## config.mk

```make
export PLATFORM = sky130hd
export DESIGN_NAME = eep_wr_ctrl
export DESIGN_NICKNAME = d
export VERILOG_FILES = /design/src/rtl/eep_pkg.sv /design/src/rtl/eep_sk_gen.sv /design/src/rtl/eep_frame_build.sv /design/src/rtl/eep_timeout.sv /design/src/rtl/eep_wr_ctrl.sv
export SDC_FILE = /design/constraint.sdc
export NUM_CORES = 1
export LEC_CHECK = 0
export BUFFER_PORTS_ARGS = -buffer_cell sky130_fd_sc_hd__buf_4
export CAP_MARGIN = 5
export CELL_PAD_IN_SITES_DETAIL_PLACEMENT = 0
export CELL_PAD_IN_SITES_GLOBAL_PLACEMENT = 2
export CORE_MARGIN = 8
export CORE_UTILIZATION = 25
export CTS_CLUSTER_SIZE = 30
export DETAILED_ROUTE_END_ITERATION = 16
export HOLD_SLACK_MARGIN = 0.08
export PLACE_DENSITY = 0.65
export SLEW_MARGIN = 10
export SYNTH_ARGS = -nofsm -noshare
export SYNTH_HDL_FRONTEND = slang
export SYNTH_SLANG_ARGS = --single-unit
export TNS_END_PERCENT = 20
```

## constraint.sdc

```tcl
create_clock -name clk -period 5.7 [get_ports clk]
set_clock_uncertainty 0.2 [all_clocks]
set_input_delay 0.57 -clock clk [delete_from_list [all_inputs] [get_ports clk]]
set_output_delay 0.57 -clock clk [all_outputs]
set_load 0.01 [all_outputs]
```

## src/rtl/eep_pkg.sv

```systemverilog
// Shared types for the serial EEPROM write controller.
// Assumes: command codes 0..3 come from the requester; 4 is internal only.
package eep_pkg;

    typedef enum logic [2:0] {
        CMD_WRITE  = 3'd0,
        CMD_ERASE  = 3'd1,
        CMD_FILL   = 3'd2,
        CMD_WIPE   = 3'd3,
        CMD_UNLOCK = 3'd4
    } eep_cmd_e;

    typedef enum logic [2:0] {
        ST_IDLE,
        ST_GAP,
        ST_SHIFT,
        ST_SETTLE,
        ST_POLL,
        ST_PWAIT
    } eep_state_e;

endpackage

```

## src/rtl/eep_sk_gen.sv

```systemverilog
// Half-period timer and serial clock generator.
// tick pulses once every div clocks while run is high. clr restarts the
// count, so a segment that begins with clr lasts div+1 clocks.
// sk toggles on tick only while toggle_en is high, and rests low otherwise.
// Assumes div >= 1.
module eep_sk_gen #(
    parameter int DIV_W = 8
) (
    input  logic             clk,
    input  logic             rst_n,
    input  logic             run,
    input  logic             clr,
    input  logic             toggle_en,
    input  logic [DIV_W-1:0] div,
    output logic             sk,
    output logic             tick
);

    logic [DIV_W-1:0] cnt;

    assign tick = run && !clr && (cnt == div - DIV_W'(1));

    // Count clocks within a half period and toggle the serial clock.
    always_ff @(posedge clk) begin
        if (!rst_n) begin
            cnt <= '0;
            sk  <= 1'b0;
        end else begin
            if (!run || clr || tick) cnt <= '0;
            else                     cnt <= cnt + DIV_W'(1);
            if (!toggle_en) sk <= 1'b0;
            else if (tick)  sk <= ~sk;
        end
    end

    // the serial clock only rises while toggling is enabled
    a_r4_sk_rise_enabled: assert property (@(posedge clk) disable iff (!rst_n)
        $rose(sk) |-> $past(toggle_en));

endmodule

```

## src/rtl/eep_frame_build.sv

```systemverilog
// Builds the command frame, left-aligned at the MSB, together with its
// length in bits. Assumes ADDR_W >= 3 so that the two sub-op bits of the
// array-wide commands fit inside the address field.
module eep_frame_build
    import eep_pkg::*;
#(
    parameter int ADDR_W  = 8,
    parameter int DATA_W  = 16,
    parameter int FRAME_W = 3 + ADDR_W + DATA_W,
    parameter int LEN_W   = $clog2(FRAME_W + 1)
) (
    input  eep_cmd_e            cmd,
    input  logic [ADDR_W-1:0]   addr,
    input  logic [DATA_W-1:0]   data,
    output logic [FRAME_W-1:0]  frame,
    output logic [LEN_W-1:0]    len
);

    localparam int HDR_W = 3 + ADDR_W;
    localparam logic [ADDR_W-3:0] PADZ = '0;
    localparam logic [DATA_W-1:0] DATZ = '0;

    // Select the opcode, address field and data part for the command.
    always_comb begin
        unique case (cmd)
            CMD_WRITE: begin
                frame = {1'b1, 2'b01, addr, data};
                len   = LEN_W'(FRAME_W);
            end
            CMD_ERASE: begin
                frame = {1'b1, 2'b11, addr, DATZ};
                len   = LEN_W'(HDR_W);
            end
            CMD_FILL: begin
                frame = {1'b1, 2'b00, 2'b01, PADZ, data};
                len   = LEN_W'(FRAME_W);
            end
            CMD_WIPE: begin
                frame = {1'b1, 2'b00, 2'b10, PADZ, DATZ};
                len   = LEN_W'(HDR_W);
            end
            default: begin
                frame = {1'b1, 2'b00, 2'b11, PADZ, DATZ};
                len   = LEN_W'(HDR_W);
            end
        endcase
    end

endmodule

```

## src/rtl/eep_timeout.sv

```systemverilog
// Write-time watchdog. It counts clocks while en is high and raises expired
// in the LIMIT-th clock. The count clears as soon as en drops.
module eep_timeout #(
    parameter int LIMIT = 400000
) (
    input  logic clk,
    input  logic rst_n,
    input  logic en,
    output logic expired
);

    localparam int CW = $clog2(LIMIT + 1);

    logic [CW-1:0] cnt;

    assign expired = en && (cnt == CW'(LIMIT - 1));

    // Count the clocks elapsed since the commit.
    always_ff @(posedge clk) begin
        if (!rst_n)        cnt <= '0;
        else if (!en)      cnt <= '0;
        else if (!expired) cnt <= cnt + CW'(1);
    end

    // the count never passes the limit
    a_r11_count_bounded: assert property (@(posedge clk) disable iff (!rst_n)
        en |-> (cnt < CW'(LIMIT)));

endmodule

```

## src/rtl/eep_wr_ctrl.sv

```systemverilog
// Host-side write-and-poll controller for a 3-wire serial EEPROM.
// Sequence per request: a chip-select-low gap, an optional unlock frame and
// gap, the command frame, the commit (CS low), then verify: raise CS with DI
// and SK low and sample DO until it reads high, or until TMO_CYC clocks have
// passed since the commit.
// Assumes eep_do is synchronous to clk (or synchronised outside) and that
// clk_div >= 1.
module eep_wr_ctrl
    import eep_pkg::*;
#(
    parameter int ADDR_W  = 8,
    parameter int DATA_W  = 16,
    parameter int DIV_W   = 8,
    parameter int GAP_W   = 16,
    parameter int TMO_CYC = 400000
) (
    input  logic              clk,
    input  logic              rst_n,
    input  logic              req_valid,
    input  logic [2:0]        req_op,
    input  logic [ADDR_W-1:0] req_addr,
    input  logic [DATA_W-1:0] req_data,
    input  logic [DIV_W-1:0]  clk_div,
    input  logic              poll_suspend,
    input  logic [GAP_W-1:0]  poll_gap,
    output logic              busy,
    output logic              done,
    output logic              timeout,
    output logic              eep_cs,
    output logic              eep_sk,
    output logic              eep_di,
    input  logic              eep_do
);

    localparam int FRAME_W = 3 + ADDR_W + DATA_W;
    localparam int LEN_W   = $clog2(FRAME_W + 1);

    eep_state_e         state, state_prev, gap_to;
    eep_cmd_e           op_q, build_cmd;
    logic [ADDR_W-1:0]  addr_q;
    logic [DATA_W-1:0]  data_q;
    logic [FRAME_W-1:0] shreg, frame;
    logic [LEN_W-1:0]   bitcnt, frame_len;
    logic [GAP_W-1:0]   pw_cnt;
    logic               half, send_unlock, unlocked, verifying;
    logic               busy_q, done_q, tmo_q, cs_q;
    logic               tick, tmo_exp, seg_clr;

    assign seg_clr   = (state != state_prev);
    assign build_cmd = send_unlock ? CMD_UNLOCK : op_q;

    eep_sk_gen #(.DIV_W(DIV_W)) u_sk (
        .clk       (clk),
        .rst_n     (rst_n),
        .run       (state != ST_IDLE),
        .clr       (seg_clr),
        .toggle_en (state == ST_SHIFT),
        .div       (clk_div),
        .sk        (eep_sk),
        .tick      (tick)
    );

    eep_frame_build #(.ADDR_W(ADDR_W), .DATA_W(DATA_W)) u_frame (
        .cmd   (build_cmd),
        .addr  (addr_q),
        .data  (data_q),
        .frame (frame),
        .len   (frame_len)
    );

    eep_timeout #(.LIMIT(TMO_CYC)) u_tmo (
        .clk     (clk),
        .rst_n   (rst_n),
        .en      (verifying),
        .expired (tmo_exp)
    );

    assign busy    = busy_q;
    assign done    = done_q;
    assign timeout = tmo_q;
    assign eep_cs  = cs_q;
    assign eep_di  = (state == ST_SHIFT) ? shreg[FRAME_W-1] : 1'b0;

    // Request sequencing: frame shifting, commit, verify and completion.
    always_ff @(posedge clk) begin
        if (!rst_n) begin
            state       <= ST_IDLE;
            state_prev  <= ST_IDLE;
            gap_to      <= ST_SHIFT;
            op_q        <= CMD_WRITE;
            addr_q      <= '0;
            data_q      <= '0;
            shreg       <= '0;
            bitcnt      <= '0;
            pw_cnt      <= '0;
            half        <= 1'b0;
            send_unlock <= 1'b0;
            unlocked    <= 1'b0;
            verifying   <= 1'b0;
            busy_q      <= 1'b0;
            done_q      <= 1'b0;
            tmo_q       <= 1'b0;
            cs_q        <= 1'b0;
        end else begin
            state_prev <= state;
            done_q     <= 1'b0;
            tmo_q      <= 1'b0;
            if (verifying && tmo_exp) begin
                cs_q      <= 1'b0;
                verifying <= 1'b0;
                busy_q    <= 1'b0;
                tmo_q     <= 1'b1;
                state     <= ST_IDLE;
            end else begin
                unique case (state)
                    ST_IDLE: begin
                        if (req_valid) begin
                            op_q        <= eep_cmd_e'(req_op);
                            addr_q      <= req_addr;
                            data_q      <= req_data;
                            busy_q      <= 1'b1;
                            send_unlock <= !unlocked;
                            gap_to      <= ST_SHIFT;
                            half        <= 1'b0;
                            state       <= ST_GAP;
                        end
                    end
                    ST_GAP: begin
                        if (tick) begin
                            if (half) begin
                                half <= 1'b0;
                                cs_q <= 1'b1;
                                if (gap_to == ST_SHIFT) begin
                                    shreg  <= frame;
                                    bitcnt <= frame_len;
                                    state  <= ST_SHIFT;
                                end else begin
                                    state  <= ST_SETTLE;
                                end
                            end else begin
                                half <= 1'b1;
                            end
                        end
                    end
                    ST_SHIFT: begin
                        if (tick && eep_sk) begin
                            if (bitcnt == LEN_W'(1)) begin
                                cs_q  <= 1'b0;
                                half  <= 1'b0;
                                state <= ST_GAP;
                                if (send_unlock) begin
                                    unlocked    <= 1'b1;
                                    send_unlock <= 1'b0;
                                    gap_to      <= ST_SHIFT;
                                end else begin
                                    verifying <= 1'b1;
                                    gap_to    <= ST_SETTLE;
                                end
                            end else begin
                                shreg  <= {shreg[FRAME_W-2:0], 1'b0};
                                bitcnt <= bitcnt - LEN_W'(1);
                            end
                        end
                    end
                    ST_SETTLE: begin
                        if (tick) begin
                            if (eep_do) begin
                                cs_q      <= 1'b0;
                                verifying <= 1'b0;
                                busy_q    <= 1'b0;
                                done_q    <= 1'b1;
                                state     <= ST_IDLE;
                            end else if (!poll_suspend) begin
                                state <= ST_POLL;
                            end else begin
                                cs_q   <= 1'b0;
                                pw_cnt <= poll_gap;
                                state  <= ST_PWAIT;
                            end
                        end
                    end
                    ST_POLL: begin
                        if (eep_do) begin
                            cs_q      <= 1'b0;
                            verifying <= 1'b0;
                            busy_q    <= 1'b0;
                            done_q    <= 1'b1;
                            state     <= ST_IDLE;
                        end
                    end
                    ST_PWAIT: begin
                        if (pw_cnt == '0) begin
                            half   <= 1'b0;
                            gap_to <= ST_SETTLE;
                            state  <= ST_GAP;
                        end else begin
                            pw_cnt <= pw_cnt - GAP_W'(1);
                        end
                    end
                    default: state <= ST_IDLE;
                endcase
            end
        end
    end

    // DI and SK stay low while CS is high during verify
    a_r7_quiet_verify: assert property (@(posedge clk) disable iff (!rst_n)
        (verifying && cs_q) |-> (!eep_di && !eep_sk));

    // DI is steady at each rising serial clock
    a_r4_di_hold_rise: assert property (@(posedge clk) disable iff (!rst_n)
        $rose(eep_sk) |-> $stable(eep_di));

    // the serial clock is low when CS falls
    a_r6_commit_sk_low: assert property (@(posedge clk) disable iff (!rst_n)
        $fell(cs_q) |-> !eep_sk);

    // done is a single-cycle pulse
    a_r10_done_single: assert property (@(posedge clk) disable iff (!rst_n)
        done_q |=> !done_q);

    // busy is low in the completion cycle
    a_r2_busy_drop: assert property (@(posedge clk) disable iff (!rst_n)
        (done_q || tmo_q) |-> !busy_q);

    // done and timeout never pulse together
    a_r11_exclusive: assert property (@(posedge clk) disable iff (!rst_n)
        !(done_q && tmo_q));

    // the latched request holds while busy
    a_r12_req_held: assert property (@(posedge clk) disable iff (!rst_n)
        (busy_q && $past(busy_q)) |-> ($stable(op_q) && $stable(addr_q) && $stable(data_q)));

endmodule

```

After elaboration in Yosys (flattened, before gate mapping)
Cells that the tools add are included.
Cells by class
  add/sub/neg operators: 5
  equal/unequal tests: 28
  multiplexer cells: 69
  bitwise logic cells: 3
  reductions and logical operators: 38
Operators with widths (count)
  2-to-1 mux 27 bit: 5
  case mux 26 bit (4 select lines): 1
  2-to-1 mux 16 bit: 4
  case mux 27 bit (2 select lines): 1
  2-to-1 mux 3 bit: 14
  case mux 16 bit (2 select lines): 1
  2-to-1 mux 5 bit: 6
  2-to-1 mux 1 bit: 28
  != test 2 bit (second input constant): 14
  adder 19 x 1 -> 19 bit (second input constant): 1
  equality test 19 bit (second input constant): 1
  case mux 3 bit (6 select lines): 1
  logical NOT 16 bit: 1
  AND reduction 8 bit: 2
  subtractor 16 x 1 -> 16 bit (second input constant): 1
  equality test 3 x 2 -> 1 bit (second input constant): 5
  AND reduction 5 bit: 3
  AND reduction 7 bit: 2
  AND reduction 6 bit: 2
  nonzero test 3 bit: 4
  case mux 5 bit (2 select lines): 1
  case mux 3 bit (3 select lines): 1
  adder 8 x 1 -> 8 bit (second input constant): 1
  equality test 8 bit: 1
  other kinds (20): 42
Storage, ports and cells
  register bits: 120
  input bits: 56
  output and inout bits: 6
  word-level logic and storage cells: 163

Logic depth before layout (Yosys ltp)
Gate-level depths: netlist (run 1).
  depth after elaboration: 8
  mapped depth: 11
  depth with buffers taken out: 9

Modules after synthesis
Synthesis (run 1) repeated with hierarchy kept, for this count alone.
Unflattened totals
  cell total of the unflattened synthesis: 789
  area total of the unflattened synthesis: 6296.0 um2
By module, submodules not included
  eep_wr_ctrl: times used 1, cells each 578, area an instance 4520.6 um2, seq. area each 1801.7 um2
  eep_timeout: times used 1, cells each 105, area an instance 924.6 um2, seq. area each 380.4 um2
  eep_sk_gen: times used 1, cells each 68, area an instance 598.1 um2, seq. area each 180.2 um2
  eep_frame_build: times used 1, cells each 38, area an instance 252.7 um2, seq. area each 0.0 um2

Least setup slack after synthesis (run 1)
Ideal clock, no wire load.
  path type: input to register
  start: in clk_div[0]
  end: reg shreg[10]
  library setup time: 81 ps
  arrival: 2651 ps
  data required time: 5419 ps
  setup slack: 2768 ps
  cell stages on the path: 10
  buffers on the path: 1
  cell sequence: inv_1 > ha_1 > nor3b_1 > a21oi_1 > nor4b_1 > o211ai_1 > o21ai_2 > clkbuf_1 > a21oi_1 > a211oi_2
Between the ends
  cells in the longest elaborated chain, start to end: 6
  elaborated cells between the ends (all ways): 7
  those cells by class: add/sub (1); eq/ne (3); reduce/logical (3)
RTL lines
  from (decl): line eep_wr_ctrl.sv:23  | input logic [DIV_W-1:0] clk_div,
  subtractor 8 x 1 -> 8 bit (*): line eep_sk_gen.sv:21  | assign tick = run && !clr && (cnt == div - DIV_W'(1));
  equality test 8 bit (*): line eep_sk_gen.sv:21
  logical AND 1 bit (*): line eep_sk_gen.sv:21
  logical AND 1 bit: line eep_wr_ctrl.sv:146  | if (tick && eep_sk) begin
  != test 2 bit (no source line)
  AND reduction 7 bit (no source line) (*)
  to (signal assigned): line eep_wr_ctrl.sv:134  | shreg <= frame;
  to (signal assigned): line eep_wr_ctrl.sv:160  | shreg <= {shreg[FRAME_W-2:0], 1'b0};
  to (decl): line eep_wr_ctrl.sv:42  | logic [FRAME_W-1:0] shreg, frame;
Every way passes the cells marked *; elsewhere a longest branch is shown, timed or not.
A chain may end at the register's enable or synchronous reset.

Worst setup path after layout (run 1)
  start: reg state[1]
  end: reg shreg[26]
Between the ends
  cells in the longest elaborated chain, start to end: 7
  elaborated cells between the ends (all ways): 16
  those cells by class: eq/ne (8); mux (1); reduce/logical (7)
RTL lines
  from (decl): line eep_wr_ctrl.sv:38  | eep_state_e state, state_prev, gap_to;
  from (signal assigned): line eep_wr_ctrl.sv:87  | state <= ST_IDLE;
  from (signal assigned): line eep_wr_ctrl.sv:113  | state <= ST_IDLE;
  from (signal assigned): line eep_wr_ctrl.sv:125  | state <= ST_GAP;
  != test 3 bit: line eep_wr_ctrl.sv:49  | assign seg_clr = (state != state_prev);
  logical NOT 1 bit: line eep_sk_gen.sv:21
  logical AND 1 bit (2 in a row): line eep_sk_gen.sv:21
  logical AND 1 bit: line eep_wr_ctrl.sv:146
  != test 2 bit (no source line)
  AND reduction 7 bit (no source line)
Parallel ways exist; a longest one is shown, timed or not.

==> results of run 1 <==
==> state kept, by name, indices dropped and copies added (netlist names), 3 cells and up <==
| register | count |
|---|---|
| shreg | 27 |
| u_tmo.cnt | 19 |
| data_q | 16 |
| pw_cnt | 16 |
| addr_q | 8 |
| u_sk.cnt | 8 |
| bitcnt | 5 |
| op_q | 3 |
| state | 3 |
| state_prev | 3 |
==> Yosys cell counts, drive strengths merged, types with 3 or more instances <==
library cell    n  area share [%]
inv            11            0.69
xor2           21             3.1
and3           11             1.2
ha              6             1.3
nor3           17             1.4
nand3b          4            0.50
o221a           3            0.57
nor3b           5            0.63
xnor2          11             1.6
a311oi          3            0.44
o211ai         16             2.0
clkbuf         33             2.1
nor2b           5            0.52
a31oi           9             1.0
and2           13             1.4
a211oi         26             4.9
or3b            4            0.59
and4            4            0.59
dfxtp         118              40
a22oi          26             3.5
a21oi          71             6.2
or3             5            0.52
nand2         115             7.2
o22ai           4            0.42
o31ai          12             1.5
nand2b          6            0.63
nor2           61             3.9
o21ai          29             2.7
mux2i           7             1.2
buf            14             1.7
nand4           5            0.52
nor4            4            0.42
nand3          18             1.5
nor4b           4            0.59
==> layer usage <==
layer	GRT usage, %	up-vias	wire, µm
met3	2.67	21	681
li1	-	2696	-
met2	18.9	106	7980
met5	0	-	0
met1	14.5	2581	7800
met4	5.15	0	285
==> placed cells by master (no fill, tap or decap), types with 7 or more instances in the layout <==
master                      synthesis  final
sky130_fd_sc_hd__inv_1             11     10
sky130_fd_sc_hd__xnor2_1           11     11
sky130_fd_sc_hd__and2_1            13     13
sky130_fd_sc_hd__a21oi_1           69     69
sky130_fd_sc_hd__nand2_1          115    115
sky130_fd_sc_hd__buf_4              3     65
sky130_fd_sc_hd__dfxtp_1          118    118
sky130_fd_sc_hd__nand3_1           18     18
sky130_fd_sc_hd__and3_1            11     11
sky130_fd_sc_hd__o211ai_1          16     16
sky130_fd_sc_hd__o31ai_1           12     12
sky130_fd_sc_hd__nor3_1            17     17
sky130_fd_sc_hd__mux2i_1            7      7
sky130_fd_sc_hd__xor2_1            21     21
sky130_fd_sc_hd__clkbuf_16          0     17
sky130_fd_sc_hd__a211oi_2          20     20
sky130_fd_sc_hd__o21ai_0           23     23
sky130_fd_sc_hd__a31oi_1            8      8
sky130_fd_sc_hd__nor2_1            60     60
sky130_fd_sc_hd__a22oi_1           25     25
==> report_power, final <==
group	internal (mW)	total, mW	switching, mW
clock	0.610	1.05	0.438
sequential	0.904	0.964	0.0591
combinational	0.177	0.447	0.270
total	1.69	2.46	0.766
==> worst paths after layout <==
check                                   to  cells after the start  slack [ns]          from
worst max-delay path             shreg[26]                      7        1.64      state[1]
worst min-delay path            data_q[15]                      3        0.19  req_data[15]
worst max register to register   shreg[26]                      7        1.64      state[1]
worst min register to register     op_q[2]                      2        0.26       op_q[2]
==> stage by stage <==
step / cells / hold WS, ns / util, %
after global placement: 1062 / 0.249 / 28.3
after detailed placement: 1062 / 0.249 / 28.3
final: 1094 / 0.190 / 30.7
after CTS: 1094 / 0.172 / 30.7
after global routing: 1094 / 0.186 / 30.7
after floorplan: 725 / 0.233 / -
==> kinds of logic after synthesis <==
logic type	count (synthesis)	synth area share, %
muxes	8	1.36
buffers and inverters	58	4.46
DFF	118	39.5
AOI/OAI and AO/OA	214	25.5
adders and majority gates	6	1.26
xor gates and xnor gates	32	4.69
and+or+nand+nor	289	23.2
==> critical path, delay by kind of cell (launching register included) <==
| family | cells | cell delay [ns] |
|---|---|---|
| muxes | 1 | 0.21 |
| DFF | 1 | 0.73 |
| AOI/OAI and AO/OA | 3 | 1.42 |
| and+or+nand+nor | 3 | 1.35 |
==> area by class of cell <==
| type | instances | share of cell area, % |
|---|---|---|
| Multi-Input combinational cell | 549 | 46.4 |
| Sequential cell | 118 | 32.8 |
| Timing Repair Buffer | 65 | 6.77 |
| Clock buffer | 17 | 5.90 |
| Tap cell | 319 | 5.54 |
| Clock inverter | 15 | 2.01 |
| Inverter | 11 | 0.573 |
==> summary.txt, run 1 <==
Detailed routing
  • Avg Vias per Cell: 4.94
  • DR WL/cell: 15.3 µm
  • Via Count: 5,404
  • Residual DRC: 0
  • Post-DRT Antenna Nets: 0
  • Final WL: 16,700 µm
  • Number of optimization iterations in the first detailed-route pass: 5
  • Initial DRC Count: 361

Placement
  • Post-DP HPWL: 11,100 µm
  • Post-Place Setup Slack: 1.48 ns
  • Cell area after placement: 6640 µm²
  • Gp weighted congestion: 0.748
  • Number of I/O port buffers: 61

Floorplan
  • Die area: 29,100 µm²
  • Die height: 171 µm
  • Width of the die: 171 µm
  • Count of standard-cell rows: 56
  • Num ports: 62
  • Placeable core area: 23,500 µm²
  • Initial cell density of the core: 25.5%

Power and ir drop
  • Ratio of total power to cell area: 341 nW/µm²
  • Power Total: 2.46 mW
  • IR Drop Worst-Case VDD: 0.160 mV
  • Static leakage power: 2.65 nW

Yosys
  • Post-Syn Area per Cell: 8.24 µm²
  • Netlist cell types: 66
  • EDFF count, synth: 0
  • Ys async rst share: 0%
  • Gate Count Post-Synth: 725
  • Post-Synthesis Cell Area: 5980 µm²
  • Net count after synthesis: 787
  • Number of warnings reported in the yosys synthesis log: 0
  • Register bit count reported by yosys: 118
  • Commonest register cell after synthesis: sky130_fd_sc_hd__dfxtp_1
  • Register area share after synthesis: 39.5%

Final layout
  • Final net count: 824
  • Area of the multi-input gates: 3350 µm²
  • Ratio of cells with drive above 1 in the final layout: 17.4%
  • Final Cell Area: 7210 µm²
  • Area growth from synthesis to final layout: 20.6%
  • FILL cells: 2,486
  • # diodes: 0
  • Register area: 2360 µm²

Critical path
  • Required time of the worst setup path: 5.80 ns
  • Slowest cell on crit path: sky130_fd_sc_hd__a22o_1
  • Launching element type of the critical path: flip-flop
  • Biggest fanout along the worst timing path: 27
  • Crit Path Class: reg2reg
  • CP max stage delay: 0.88 ns
  • Data arrival time of the worst path: 4.16 ns
  • CP Capture Type: flip-flop
  • Critical path, cell by cell: or3b_2 -> o22ai_1 -> o21a_1 -> and3_1 -> a22o_1 -> nand2_1 -> mux2i_1

STA
  • Share of the clock period used by the worst path: 71.2%
  • Final count of pins violating max slew: 0
  • Final Worst Setup Slack: 1.64 ns
  • Post-route minimum period: 4.06 ns
  • Unrepaired setup endpoints after global routing: no
  • Peak Freq: 246 MHz
  • Endpoints failing setup: 0
  • Worst slew margin relative to its limit: 21.6%
  • Slew at the pin closest to its max-slew limit: 1.18 ns
  • Sum of negative setup slack: 0 ns
  • Final-report hold violation count: 0

Global route
  • Wire length of the first global-routing pass: 27,100 µm
  • Pin count of the biggest net entering global routing: 61
  • Via count of the first global-routing pass: 5,298
  • Initial antenna violation count: 0
  • Global Route Usage Sum: 11.6%
  • Grt ovf: 0

Outcome
  • Run status: complete, no violations

CTS
  • Post-cts repair resize count: 0
  • Insertion delay of the later-clocked pin in the worst-skew pair: 0.42 ns
  • Clock tree from TritonCTS: yes
  • Worst-case clock buffer depth: 2
  • TritonCTS sink count: 118
  • Clock transition at the registers of the reported paths: 0.06 ns
  • Root Buffer: sky130_fd_sc_hd__clkbuf_16
  • Post-CTS Hold Fix Bufs: 0
  • TritonCTS buffer count: 17
  • H-tree levels: 4
  • Post-CTS setup buffer count: 0

Hold path
  • Worst hold path type: in2reg

Flow run
  • Max-cap violations: 0
(Power assumes the default switching activity.)
==> run 2: changes to the inputs <==
==> constraint.sdc (replaced) <==
create_clock -name clk -period 4.1 [get_ports clk]
set_clock_uncertainty 0.2 [all_clocks]
set_input_delay 0.41 -clock clk [delete_from_list [all_inputs] [get_ports clk]]
set_output_delay 0.41 -clock clk [all_outputs]
set_load 0.01 [all_outputs]
==> run 2 against run 1 <==
- count of clock-buffer cells in the layout grew 2
- hold slack lost 0.083 ns
- total power grew 40%
- largest power group unchanged
- first-iteration DRC count shrank 6.4%
- final area grew 5.2%
- combinational power grew 50%
- die area is the same
==> summary.txt, run 2 (synthesis results as in run 1) <==
Final layout
  • FILL cells: 2,472 (-0.56%)
  • Commonest non-fill, non-tap cells in the layout: 118 x sky130_fd_sc_hd__dfxtp_1, 115 x sky130_fd_sc_hd__nand2_1, 77 x sky130_fd_sc_hd__buf_4
  • Most flop-heavy register: shreg
  • Area growth from synthesis to final layout: 26.9%
  • Most common library cell in the layout ignoring fill and taps: sky130_fd_sc_hd__dfxtp_1
  • Area of the multi-input gates: 3350 µm² (unchanged)
  • Regs by FF count: shreg (27), u_tmo.cnt (19)
  • # diodes: 0 (unchanged)
  • Register area: 2360 µm² (unchanged)
  • Final net count: 864 (+4.9%)
  • Core Util, Final: 32.3% (+1.6 points)
  • Count of placed standard cells in the final layout, fillers left out: 1,134 (+3.7%)
  • Largest register FFs: 27 (unchanged)
  • Ratio of cells with drive above 1 in the final layout: 18.0% (+0.62 points)

Floorplan
  • Count of standard-cell rows: 56 (unchanged)
  • Initial cell density of the core: 25.5% (unchanged)
  • Die area: 29,100 µm² (unchanged)
  • Num ports: 62 (unchanged)
  • Die height: 171 µm (unchanged)
  • Width of the die: 171 µm (unchanged)
  • Placeable core area: 23,500 µm² (unchanged)

Critical path
  • Required time of the worst setup path: 4.20 ns (-1.60 ns)
  • Critical path, cell by cell: buf_4 -> or3b_2 -> o22ai_1 -> o21a_1 -> and3_1 -> a22o_1 -> buf_4 -> nand2_1 -> mux2i_1
  • Data arrival time of the worst path: 3.31 ns (-0.85 ns)
  • Reg-to-Reg End: shreg[0]
  • Launching element type of the critical path: flip-flop
  • Worst path top cell family by delay: simple AND/OR/NAND/NOR gates
  • Worst path buffer plus inverter count: 2 (+2)
  • CP Capture Type: flip-flop
  • Worst reg2reg setup slack: 0.89 ns (-0.76 ns)
  • Crit Path Class: reg2reg
  • Biggest fanout along the worst timing path: 27 (unchanged)
  • Slowest cell on crit path: sky130_fd_sc_hd__or3b_2
  • Worst reg2reg startpoint: state[0]
  • CP max stage delay: 0.62 ns (-0.26 ns)
  • CP dominant cell by count: sky130_fd_sc_hd__buf_4
  • Depth of the worst register-to-register path: 9 (+2)

STA
  • Unrepaired setup endpoints after global routing: no
  • Post-route minimum period: 3.21 ns (-0.845 ns)
  • Share of the clock period used by the worst path: 78.4% (+7.2 points)
  • Slew at the pin closest to its max-slew limit: 1.10 ns (-0.0762 ns)
  • Final count of pins violating max slew: 0 (unchanged)
  • Sum of negative setup slack: 0 ns (unchanged)
  • Worst slew margin relative to its limit: 26.5% (+4.9 points)
  • Endpoints failing setup: 0 (unchanged)
  • Final-report hold violation count: 0 (unchanged)
  • Peak Freq: 311 MHz (+26%)

Power and ir drop
  • Ratio of total power to cell area: 455 nW/µm² (+33%)
  • Share of total power in combinational logic: 19.4% (+1.2 points)
  • Design internal power: 2.41 mW (+42%)
  • Static leakage power: 2.83 nW (+6.9%)
  • Net switching component of the power: 1.04 mW (+35%)
  • Part of the total power dissipated in sequential elements: 38.6% (-0.6 points)
  • IR Drop Worst-Case VDD: 0.248 mV (+55%)
  • Fraction of power spent switching nets: 30.1% (-1.1 points)
  • Relative contribution of the clock network to total power: 42.0% (-0.6 points)

Detailed routing
  • Post-DRT Antenna Nets: 0 (unchanged)
  • Number of optimization iterations in the first detailed-route pass: 4 (-1)
  • Final WL: 16,900 µm (+0.64%)
  • Via Count: 5,408 (+0.074%)
  • Avg Vias per Cell: 4.77 (-3.5%)
  • Initial DRC Count: 338 (-6.4%)
  • Residual DRC: 0 (unchanged)
  • DR WL/cell: 14.9 µm (-2.9%)

Global route
  • Initial antenna violation count: 0 (unchanged)
  • Via count of the first global-routing pass: 5,647 (+6.6%)
  • Global Route Usage Sum: 12.0% (+0.33 points)
  • Wire length of the first global-routing pass: 28,100 µm (+3.7%)
  • Grt ovf: 0 (unchanged)
  • Pin count of the biggest net entering global routing: 54 (-11%)

CTS
  • TritonCTS sink count: 118 (unchanged)
  • Clock tree from TritonCTS: yes
  • Root Buffer: sky130_fd_sc_hd__clkbuf_16
  • Worst-case clock buffer depth: 2 (unchanged)
  • Post-cts repair resize count: 0 (unchanged)
  • H-tree levels: 4 (unchanged)
  • TritonCTS buffer count: 17 (unchanged)
  • Insertion delay of the later-clocked pin in the worst-skew pair: 0.42 ns (about the same)
  • Post-CTS setup buffer count: 0 (unchanged)
  • Post-CTS Hold Fix Bufs: 28 (+28)
  • Clock transition at the registers of the reported paths: 0.06 ns (about the same)

Hold path
  • Number of cells traversed by the worst hold path: 3 (unchanged)
  • Hold EP: pw_cnt[0]
  • Worst hold path type: in2reg
  • Beginning of the worst hold path: poll_gap[0]

Flow run
  • Max-cap violations: 0 (unchanged)

Placement
  • Gp weighted congestion: 0.789 (+5.6%)
  • Number of I/O port buffers: 61 (unchanged)
  • Number of placed instances, taps included: 1,074 (+1.1%)
  • Post-DP HPWL: 11,300 µm (+2.5%)

Outcome
  • Run status: complete, no violations
[run 2: cell types whose count changed in the layout (fill, tap and decap cells not counted), sizes merged]
| cell | previous run | this run |
|---|---|---|
| clkbuf | 17 | 19 |
| buf | 65 | 77 |
| clkinv | 5 | 6 |
| dlygate4sd3 | 0 | 28 |
| inv | 18 | 15 |
[run 2: worst max path at each step]
stage	end	cells after the start	slack, ns	from
final	shreg[0]	9	0.89	state[0]
after global routing	bitcnt[3]	9	0.72	state[0]
after CTS	shreg[0]	9	0.85	state[0]
after detailed placement	pw_cnt[3]	8	0.61	clk_div[0]
after global placement	pw_cnt[3]	8	0.69	clk_div[0]
after floorplan	shreg[10]	10	1.33	clk_div[0]
[run 2: stage by stage]
stage / power (mW) / setup WS [ns] / cell area (µm²) / hold slack [ns]
floorplan: 1.81 / 1.33 / 5980 / 0.233
global placement: 2.00 / 0.690 / 6730 / 0.245
detailed placement: 2.01 / 0.614 / 6730 / 0.248
CTS: 3.51 / 0.854 / 7580 / 0.0893
global route: 3.64 / 0.721 / 7580 / 0.113
finish: 3.45 / 0.885 / 7580 / 0.108
[run 2: area by class of cell]
class	instances	share of cell area [%]
sequential	118	31.2
tap	319	5.26
timing repair buffer	105	11.3
clock buffer	19	5.97
inverter	11	0.545
multi-input combinational	549	44.1
clock inverter	13	1.60
[run 2: power by group through the flow]
stage	clock network [mW]	registers (mW)	logic, mW
2_1_floorplan	0	1.33	0.483
3_3_place_gp	0	1.35	0.644
3_5_place_dp	0	1.35	0.658
4_1_cts	1.49	1.33	0.683
5_1_grt	1.54	1.35	0.749
6_report	1.45	1.33	0.671
[run 2: worst register-to-register path, stage by stage, from the launching register on]
cell                      delay (ns)
sky130_fd_sc_hd__dfxtp_1        0.38
sky130_fd_sc_hd__buf_4          0.21
sky130_fd_sc_hd__or3b_2         0.62
sky130_fd_sc_hd__o22ai_1        0.25
sky130_fd_sc_hd__o21a_1         0.30
sky130_fd_sc_hd__and3_1         0.28
sky130_fd_sc_hd__a22o_1         0.14
sky130_fd_sc_hd__buf_4          0.29
sky130_fd_sc_hd__nand2_1        0.26
sky130_fd_sc_hd__mux2i_1        0.17
[run 2: per-layer routing]
| metal | share of wire, % | track usage, % |
|---|---|---|
| met2 | 48 | 20.1 |
| met5 | 0 | 0 |
| met3 | 3.6 | 2.93 |
| met1 | 47 | 14.5 |
| met4 | 1.7 | 4.58 |
